## config.mk

```make
export PLATFORM = sky130hd
export DESIGN_NAME = i2c_bus_recovery
export DESIGN_NICKNAME = d
export VERILOG_FILES = /design/src/rtl/i2c_recovery_pkg.sv /design/src/rtl/rcv_phase_timer.sv /design/src/rtl/rcv_seq_ctrl.sv /design/src/rtl/i2c_bus_recovery.sv
export SDC_FILE = /design/constraint.sdc
export NUM_CORES = 1
export LEC_CHECK = 0
export CORE_MARGIN = 2
export CORE_UTILIZATION = 40
export CTS_BUF_LIST = sky130_fd_sc_hd__clkbuf_4 sky130_fd_sc_hd__clkbuf_8 sky130_fd_sc_hd__clkbuf_16
export DETAILED_ROUTE_END_ITERATION = 8
export PLACE_DENSITY_LB_ADDON = 0.3
export RECOVER_POWER = 25
export SLEW_MARGIN = 20
export SYNTH_ARGS = -nofsm -noshare
export SYNTH_HDL_FRONTEND = slang
export SYNTH_HIERARCHICAL = 1
export SYNTH_SLANG_ARGS = --single-unit
```

## constraint.sdc

```tcl
create_clock -name clk -period 7.8 [get_ports clk]
set_input_delay 1.56 -clock clk [delete_from_list [all_inputs] [get_ports clk]]
set_output_delay 1.56 -clock clk [all_outputs]
set_load 0.005 [all_outputs]
```

## src/rtl/i2c_recovery_pkg.sv

```systemverilog
package i2c_recovery_pkg;

    typedef enum logic [3:0] {
        ST_IDLE,
        ST_PROBE,
        ST_CLK_HI,
        ST_CLK_LO,
        ST_STOP_A,
        ST_STOP_B,
        ST_STOP_C,
        ST_STOP_D,
        ST_DONE
    } rec_state_e;

    typedef struct packed {
        logic scl_low;
        logic sda_low;
    } line_drive_t;

    function automatic line_drive_t drive_of(rec_state_e s);
        line_drive_t d;
        d = '{scl_low: 1'b0, sda_low: 1'b0};
        case (s)
            ST_CLK_LO, ST_STOP_A: d.scl_low = 1'b1;
            ST_STOP_B: begin
                d.scl_low = 1'b1;
                d.sda_low = 1'b1;
            end
            ST_STOP_C: d.sda_low = 1'b1;
            default: d = '{scl_low: 1'b0, sda_low: 1'b0};
        endcase
        return d;
    endfunction

    function automatic logic is_active(rec_state_e s);
        return (s != ST_IDLE) && (s != ST_DONE);
    endfunction

    function automatic logic scl_released(rec_state_e s);
        line_drive_t d;
        d = drive_of(s);
        return !d.scl_low;
    endfunction

endpackage

```

## src/rtl/rcv_phase_timer.sv

```systemverilog
module rcv_phase_timer #(
    parameter int unsigned TICKS_PER_PHASE = 250
) (
    input  logic clk,
    input  logic rst,
    input  logic clear,
    input  logic run,
    input  logic tick,
    input  logic hold,
    output logic expire
);
    localparam int unsigned CW = (TICKS_PER_PHASE > 1) ? $clog2(TICKS_PER_PHASE) : 1;
    localparam logic [CW-1:0] LAST = CW'(TICKS_PER_PHASE - 1);

    logic [CW-1:0] cnt;
    logic          advance;

    assign advance = run && tick && !hold && !clear;
    assign expire  = advance && (cnt == LAST);

    always_ff @(posedge clk) begin
        if (rst || clear) begin
            cnt <= '0;
        end else if (advance) begin
            cnt <= (cnt == LAST) ? '0 : cnt + 1'b1;
        end
    end

    // the count never leaves the phase window
    a_r4_count_in_window: assert property (@(posedge clk) disable iff (rst)
        cnt <= LAST);

    // while held the count does not move
    a_r9_hold_freezes: assert property (@(posedge clk) disable iff (rst)
        (hold && !clear) |=> $stable(cnt));

endmodule

```

## src/rtl/rcv_seq_ctrl.sv

```systemverilog
module rcv_seq_ctrl
    import i2c_recovery_pkg::*;
#(
    parameter int unsigned PULSES = 9
) (
    input  logic       clk,
    input  logic       rst,
    input  logic       start,
    input  logic       expire,
    input  logic       sda_in,
    output rec_state_e state,
    output logic       timer_clear,
    output logic       done,
    output logic       fail
);
    localparam int unsigned PW = (PULSES > 1) ? $clog2(PULSES) : 1;
    localparam logic [PW-1:0] LASTP = PW'(PULSES - 1);

    rec_state_e    nxt;
    logic [PW-1:0] pulse_cnt, pulse_nxt;
    logic          clr_status, set_done, fail_val;

    always_comb begin
        nxt         = state;
        pulse_nxt   = pulse_cnt;
        timer_clear = 1'b0;
        clr_status  = 1'b0;
        set_done    = 1'b0;
        fail_val    = 1'b0;
        case (state)
            ST_IDLE, ST_DONE: begin
                if (start) begin
                    nxt         = ST_PROBE;
                    timer_clear = 1'b1;
                    clr_status  = 1'b1;
                end
            end
            ST_PROBE: begin
                if (sda_in) begin
                    nxt      = ST_DONE;
                    set_done = 1'b1;
                end else if (expire) begin
                    nxt       = ST_CLK_HI;
                    pulse_nxt = '0;
                end
            end
            ST_CLK_HI: if (expire) nxt = ST_CLK_LO;
            ST_CLK_LO: begin
                if (expire) begin
                    if (pulse_cnt == LASTP) begin
                        nxt = ST_STOP_A;
                    end else begin
                        nxt       = ST_CLK_HI;
                        pulse_nxt = pulse_cnt + 1'b1;
                    end
                end
            end
            ST_STOP_A: if (expire) nxt = ST_STOP_B;
            ST_STOP_B: if (expire) nxt = ST_STOP_C;
            ST_STOP_C: if (expire) nxt = ST_STOP_D;
            ST_STOP_D: begin
                if (expire) begin
                    nxt      = ST_DONE;
                    set_done = 1'b1;
                    fail_val = !sda_in;
                end
            end
            default: nxt = ST_IDLE;
        endcase
    end

    always_ff @(posedge clk) begin
        if (rst) begin
            state     <= ST_IDLE;
            pulse_cnt <= '0;
            done      <= 1'b0;
            fail      <= 1'b0;
        end else begin
            state     <= nxt;
            pulse_cnt <= pulse_nxt;
            if (clr_status) begin
                done <= 1'b0;
                fail <= 1'b0;
            end else if (set_done) begin
                done <= 1'b1;
                fail <= fail_val;
            end
        end
    end

    // pulse index never exceeds the configured pulse count
    a_r3_pulse_bound: assert property (@(posedge clk) disable iff (rst)
        pulse_cnt <= LASTP);

    // the stop is only entered from the low phase of the final pulse
    a_r3_stop_after_last: assert property (@(posedge clk) disable iff (rst)
        (state == ST_STOP_A && $past(state) != ST_STOP_A) |-> $past(pulse_cnt) == LASTP);

    // once running, a start request does not send the sequence back to the probe
    a_r7_no_restart: assert property (@(posedge clk) disable iff (rst)
        (is_active(state) && state != ST_PROBE) |=> state != ST_PROBE);

endmodule

```

## src/rtl/i2c_bus_recovery.sv

```systemverilog
module i2c_bus_recovery
    import i2c_recovery_pkg::*;
#(
    parameter int unsigned TICKS_PER_PHASE = 250,
    parameter int unsigned PULSES          = 9
) (
    input  logic clk,
    input  logic rst,
    input  logic start_i,
    input  logic tick_i,
    input  logic sda_i,
    input  logic scl_i,
    output logic scl_oe_o,
    output logic sda_oe_o,
    output logic busy_o,
    output logic done_o,
    output logic fail_o
);
    rec_state_e  state;
    line_drive_t drv;
    logic        timer_clear, expire, hold, run;

    assign run    = is_active(state);
    assign hold   = scl_released(state) && !scl_i;
    assign drv    = drive_of(state);
    assign busy_o = run;
    assign scl_oe_o = drv.scl_low;
    assign sda_oe_o = drv.sda_low;

    rcv_phase_timer #(
        .TICKS_PER_PHASE(TICKS_PER_PHASE)
    ) u_timer (
        .clk   (clk),
        .rst   (rst),
        .clear (timer_clear),
        .run   (run),
        .tick  (tick_i),
        .hold  (hold),
        .expire(expire)
    );

    rcv_seq_ctrl #(
        .PULSES(PULSES)
    ) u_ctrl (
        .clk        (clk),
        .rst        (rst),
        .start      (start_i),
        .expire     (expire),
        .sda_in     (sda_i),
        .state      (state),
        .timer_clear(timer_clear),
        .done       (done_o),
        .fail       (fail_o)
    );

    // outside a sequence both lines are released
    a_r1_idle_released: assert property (@(posedge clk) disable iff (rst)
        !busy_o |-> (!scl_oe_o && !sda_oe_o));

    // SDA is pulled low only under a held-low SCL
    a_r5_sda_low_under_scl_low: assert property (@(posedge clk) disable iff (rst)
        $rose(sda_oe_o) |-> (scl_oe_o && $past(scl_oe_o)));

    // SDA release forms a stop, with SCL released
    a_r5_stop_edge: assert property (@(posedge clk) disable iff (rst)
        $fell(sda_oe_o) |-> !scl_oe_o);

    // failure is only reported together with completion
    a_r6_fail_needs_done: assert property (@(posedge clk) disable iff (rst)
        fail_o |-> done_o);

    // status holds until a start request arrives
    a_r8_status_hold: assert property (@(posedge clk) disable iff (rst)
        (done_o && !start_i) |=> (done_o && $stable(fail_o)));

    // a stretched SCL freezes the drive pattern
    a_r9_stretch_freeze: assert property (@(posedge clk) disable iff (rst)
        (busy_o && !scl_oe_o && !scl_i && state != ST_PROBE) |=> ($stable(scl_oe_o) && $stable(sda_oe_o)));

endmodule

```

==> impl_metrics.csv <==
group,metric,value,unit
timing,setup_viol,0,
logic_synthesis,synth_top_family_by_area,"simple AND/OR/NAND/NOR gates",
pwr,leakagePower,0.397,nW
placement,port_buffers,10,
final_layout,nets,161,
critical_path,cp_max_fo,9,
timing,skew,0.00894,ns
logic_synthesis,yosysTopAreaCellShare,30.1,%
clocking,clk_pin_slew,0.10,ns
final_layout,diodes,0,
logic_synthesis,yosysUniqueCellTypes,47,
global_routing,grt_pass1_wl,4.73,mm
clocking,cts_buffer_depth,2,
logic_synthesis,yosysMostFrequentCell,"dfxtp_1",
floorplanning,fp-row-count,19,
logic_synthesis,async_reset_ff_share,0,%
critical_path,crit_path_end_kind,"flip-flop",
critical_path,crit_required,8.03,ns
clocking,holdBufCountCts,0,
run,maxCapViolations,0,
clocking,root_buffer,"clkbuf_4",
logic_synthesis,yosys.area_share.simple,35.7,%
final_layout,layout.cells.non_filler,181,
critical_path,slowest_delay,0.55,ns
final_layout,fin_area,0.00133,mm^2
clocking,htreeDepth,1,
floorplanning,coreArea,0.00281,mm^2
pwr,vdd_ir_drop_max,0.0584,mV
final_layout,post-route-util,47.4,%
floorplanning,dieArea,0.00345,mm^2
clocking,cts_tree,"done",
clocking,cts_sinks,18,
logic_synthesis,synth_compound_area_share,21.3,%
placement,place.gp.congestion,0.832,
final_layout,drive_above_1_share,8.67,%
logic_synthesis,synth_area,0.00120,mm^2
clocking,ctsResizeCount,0,
detailed_routing,vias,1109,
final_layout,num-fill-cells,292,
detailed_routing,wl,2.60,mm
logic_synthesis,synth_warnings,6,
global_routing,track_usage,17.3,%
critical_path,startpoint_type,"primary input",
placement,place_area,0.00130,mm^2
clocking,numCtsBuffers,3,
timing,slew_viol_final,0,
global_routing,gr-total-overflow,0,
critical_path,setup.worst_path.class,"primary input to flip-flop",
global_routing,grt_max_degree,20,
floorplanning,fp.dieW,58.7,um
logic_synthesis,synth_xor_area_share,0.731,%
timing,hold_violations,0,
logic_synthesis,synth_mux_area_share,2.92,%
floorplanning,die_y,58.7,um
critical_path,arrival,4.47,ns
floorplanning,start_util,42.7,%
logic_synthesis,synth_seq_cells,18,
critical_path,crit_slowest_cell,"dlygate4sd3_1",
detailed_routing,drc,2,
global_routing,grt_pass1_vias,1067,
placement,place_ws,3.44,ns
critical_path,crit_buf_inv,2,
clocking,clock_latency,0.30,ns
logic_synthesis,syn_nets,151,
critical_path,crit_chain,"dlygate4sd3_1 -> nor4b_1 -> clkbuf_1 -> and4bb_2 -> nand2_1 -> nor3_1 -> nand3b_1 -> a2111o_1 -> mux2_4 -> nor2_2",
logic_synthesis,synthFlopType,"dfxtp_1",
timing,fmax,236,MHz
logic_synthesis,synth.largest_area_cell,"dfxtp_1",
pwr,power_density,141,mW/mm^2
floorplanning,ios,11,
timing,rsz0062_at_grt,"no",
detailed_routing,firstDrtPassIters,6,
logic_synthesis,syn_avg_cell_area,8.50,um^2
outcome,violations,"DRC",
timing,relSlewSlack,60.4,%
critical_path,cp_top_family,"simple AND/OR/NAND/NOR gates",
timing,finalCriticalPeriod,4.24,ns
detailed_routing,first_iter_violations,96,
timing,fin_ws,3.56,ns
logic_synthesis,yosys-top-cells-area,"dfxtp_1 30%, o211ai_1 6.3%, ha_1 4.2%, or3_1 3.7%, nand2_1 3.4%",
logic_synthesis,synth_edf_count,0,
logic_synthesis,yosysSeqAreaShare,30.1,%
timing,worst_slew_pin_slew,0.590,ns
logic_synthesis,synth_commonest_cells,"18 x dfxtp_1, 11 x nand2_1, 10 x o211ai_1",
detailed_routing,routedWlPerCell,14.4,um
timing,setup_tns,0,ns
placement,dp.cells,177,
final_layout,area_growth,11.0,%
clocking,cts_setup_buffers,0,
logic_synthesis,syn_inst,141,
logic_synthesis,synthAdderAreaFrac,4.18,%
outcome,outcome,"finished with violations",
hold_path,hold_path_class,"flip-flop to flip-flop",
detailed_routing,routed_via_density,6.13,
detailed_routing,antenna_left,0,
global_routing,antenna_found_initial,0,
placement,dp_hpwl,1.80,mm
timing,min_period_over_period,54.3,%
-- power breakdown --
part           switching, mW  internal (mW)  leakage, nW  total, mW
Combinational         0.0156         0.0129        0.231     0.0285
Sequential           0.00610         0.0941        0.145      0.100
Clock                 0.0306         0.0284       0.0210     0.0590
-- placed cells by master, fill, tap and decap left out, drive strengths merged, types with 2 or more instances in the layout --
master / Yosys / final
a21oi: 6 / 6
a311oi: 3 / 3
a31oi: 3 / 3
and2b: 2 / 2
and4bb: 2 / 2
clkbuf: 3 / 5
clkdlybuf4s50: 0 / 7
dfxtp: 18 / 18
dlygate4sd3: 0 / 3
ha: 4 / 4
inv: 5 / 5
mux2i: 2 / 2
nand2: 11 / 11
nand2b: 5 / 5
nand3: 8 / 8
nand3b: 3 / 3
nand4: 2 / 2
nor2: 7 / 7
nor3: 3 / 3
nor3b: 4 / 4
nor4: 2 / 2
o211ai: 10 / 10
o21ai: 9 / 9
or3: 7 / 7
or4: 3 / 3
or4b: 2 / 2
-- through the flow --
stage	hold WS (ns)	power (mW)
floorplan	0.468	0.122
global placement	0.497	0.131
detailed placement	0.505	0.132
CTS	0.523	0.193
global route	0.551	0.201
finish	0.515	0.188
-- routing by layer --
| metal | wire length [um] | part of all wire, % | vias up | global-route usage (%) |
|---|---|---|---|---|
| met2 | 1230 | 47 | 26 | 27.6 |
| met3 | 117 | 4.5 | 2 | 3.30 |
| met1 | 1240 | 47 | 523 | 23.0 |
| met4 | 18 | 0.69 | 0 | 6.49 |
| met5 | 0 | 0 | - | 0 |
| li1 | - | - | 558 | - |
-- worst paths after layout --
check,slack (ns),depth (start not counted),endpoint,start
min reg2reg,0.52,2,u_ctrl/pulse_cnt[3]$_SDFFE_PP0P_,u_ctrl/pulse_cnt[3]$_SDFFE_PP0P_
min,0.52,2,u_ctrl/pulse_cnt[3]$_SDFFE_PP0P_,u_ctrl/pulse_cnt[3]$_SDFFE_PP0P_
max reg2reg,4.70,9,u_ctrl/pulse_cnt[1]$_SDFFE_PP0P_,u_ctrl/state[2]$_SDFFE_PP0P_
max,3.56,10,u_ctrl/pulse_cnt[1]$_SDFFE_PP0P_,start_i
-- worst register-to-register path: stages, from the launching register on --
cell and delay, ns:
dfxtp_1 0.65, nor3b_1 0.30, a311oi_1 0.10, and4bb_2 0.37, nand2_1 0.08, nor3_1 0.52, nand3b_1 0.14, a2111o_1 0.48
mux2_4 0.33, nor2_2 0.08
-- sequential cells by signal (all words and copies together) (netlist names) --
register and cells:
u_timer/cnt 8, u_ctrl/pulse_cnt 4, u_ctrl/state 4, u_ctrl/fail 1
u_ctrl/done 1
-- kinds of logic (layout without fill, tap and decap cells) --
group | count (synthesis) | after routing
mux | 3 | 3
simple gates | 66 | 66
xor+xnor | 1 | 1
buf+inv | 11 | 20
fa+ha+maj | 4 | 4
compound gates | 38 | 38
flops | 18 | 18
-- layout make-up --
| class | instances | area (um^2) | area share (%) |
|---|---|---|---|
| flip-flops and latches | 18 | 360 | 27.1 |
| repair buffers | 11 | 104 | 7.81 |
| well taps | 31 | 38.8 | 2.92 |
| inverters | 5 | 18.8 | 1.41 |
| clock buffers | 4 | 36.3 | 2.73 |
| multi-input cells | 112 | 772 | 58.0 |
Power figures use the tool's default switching activity.
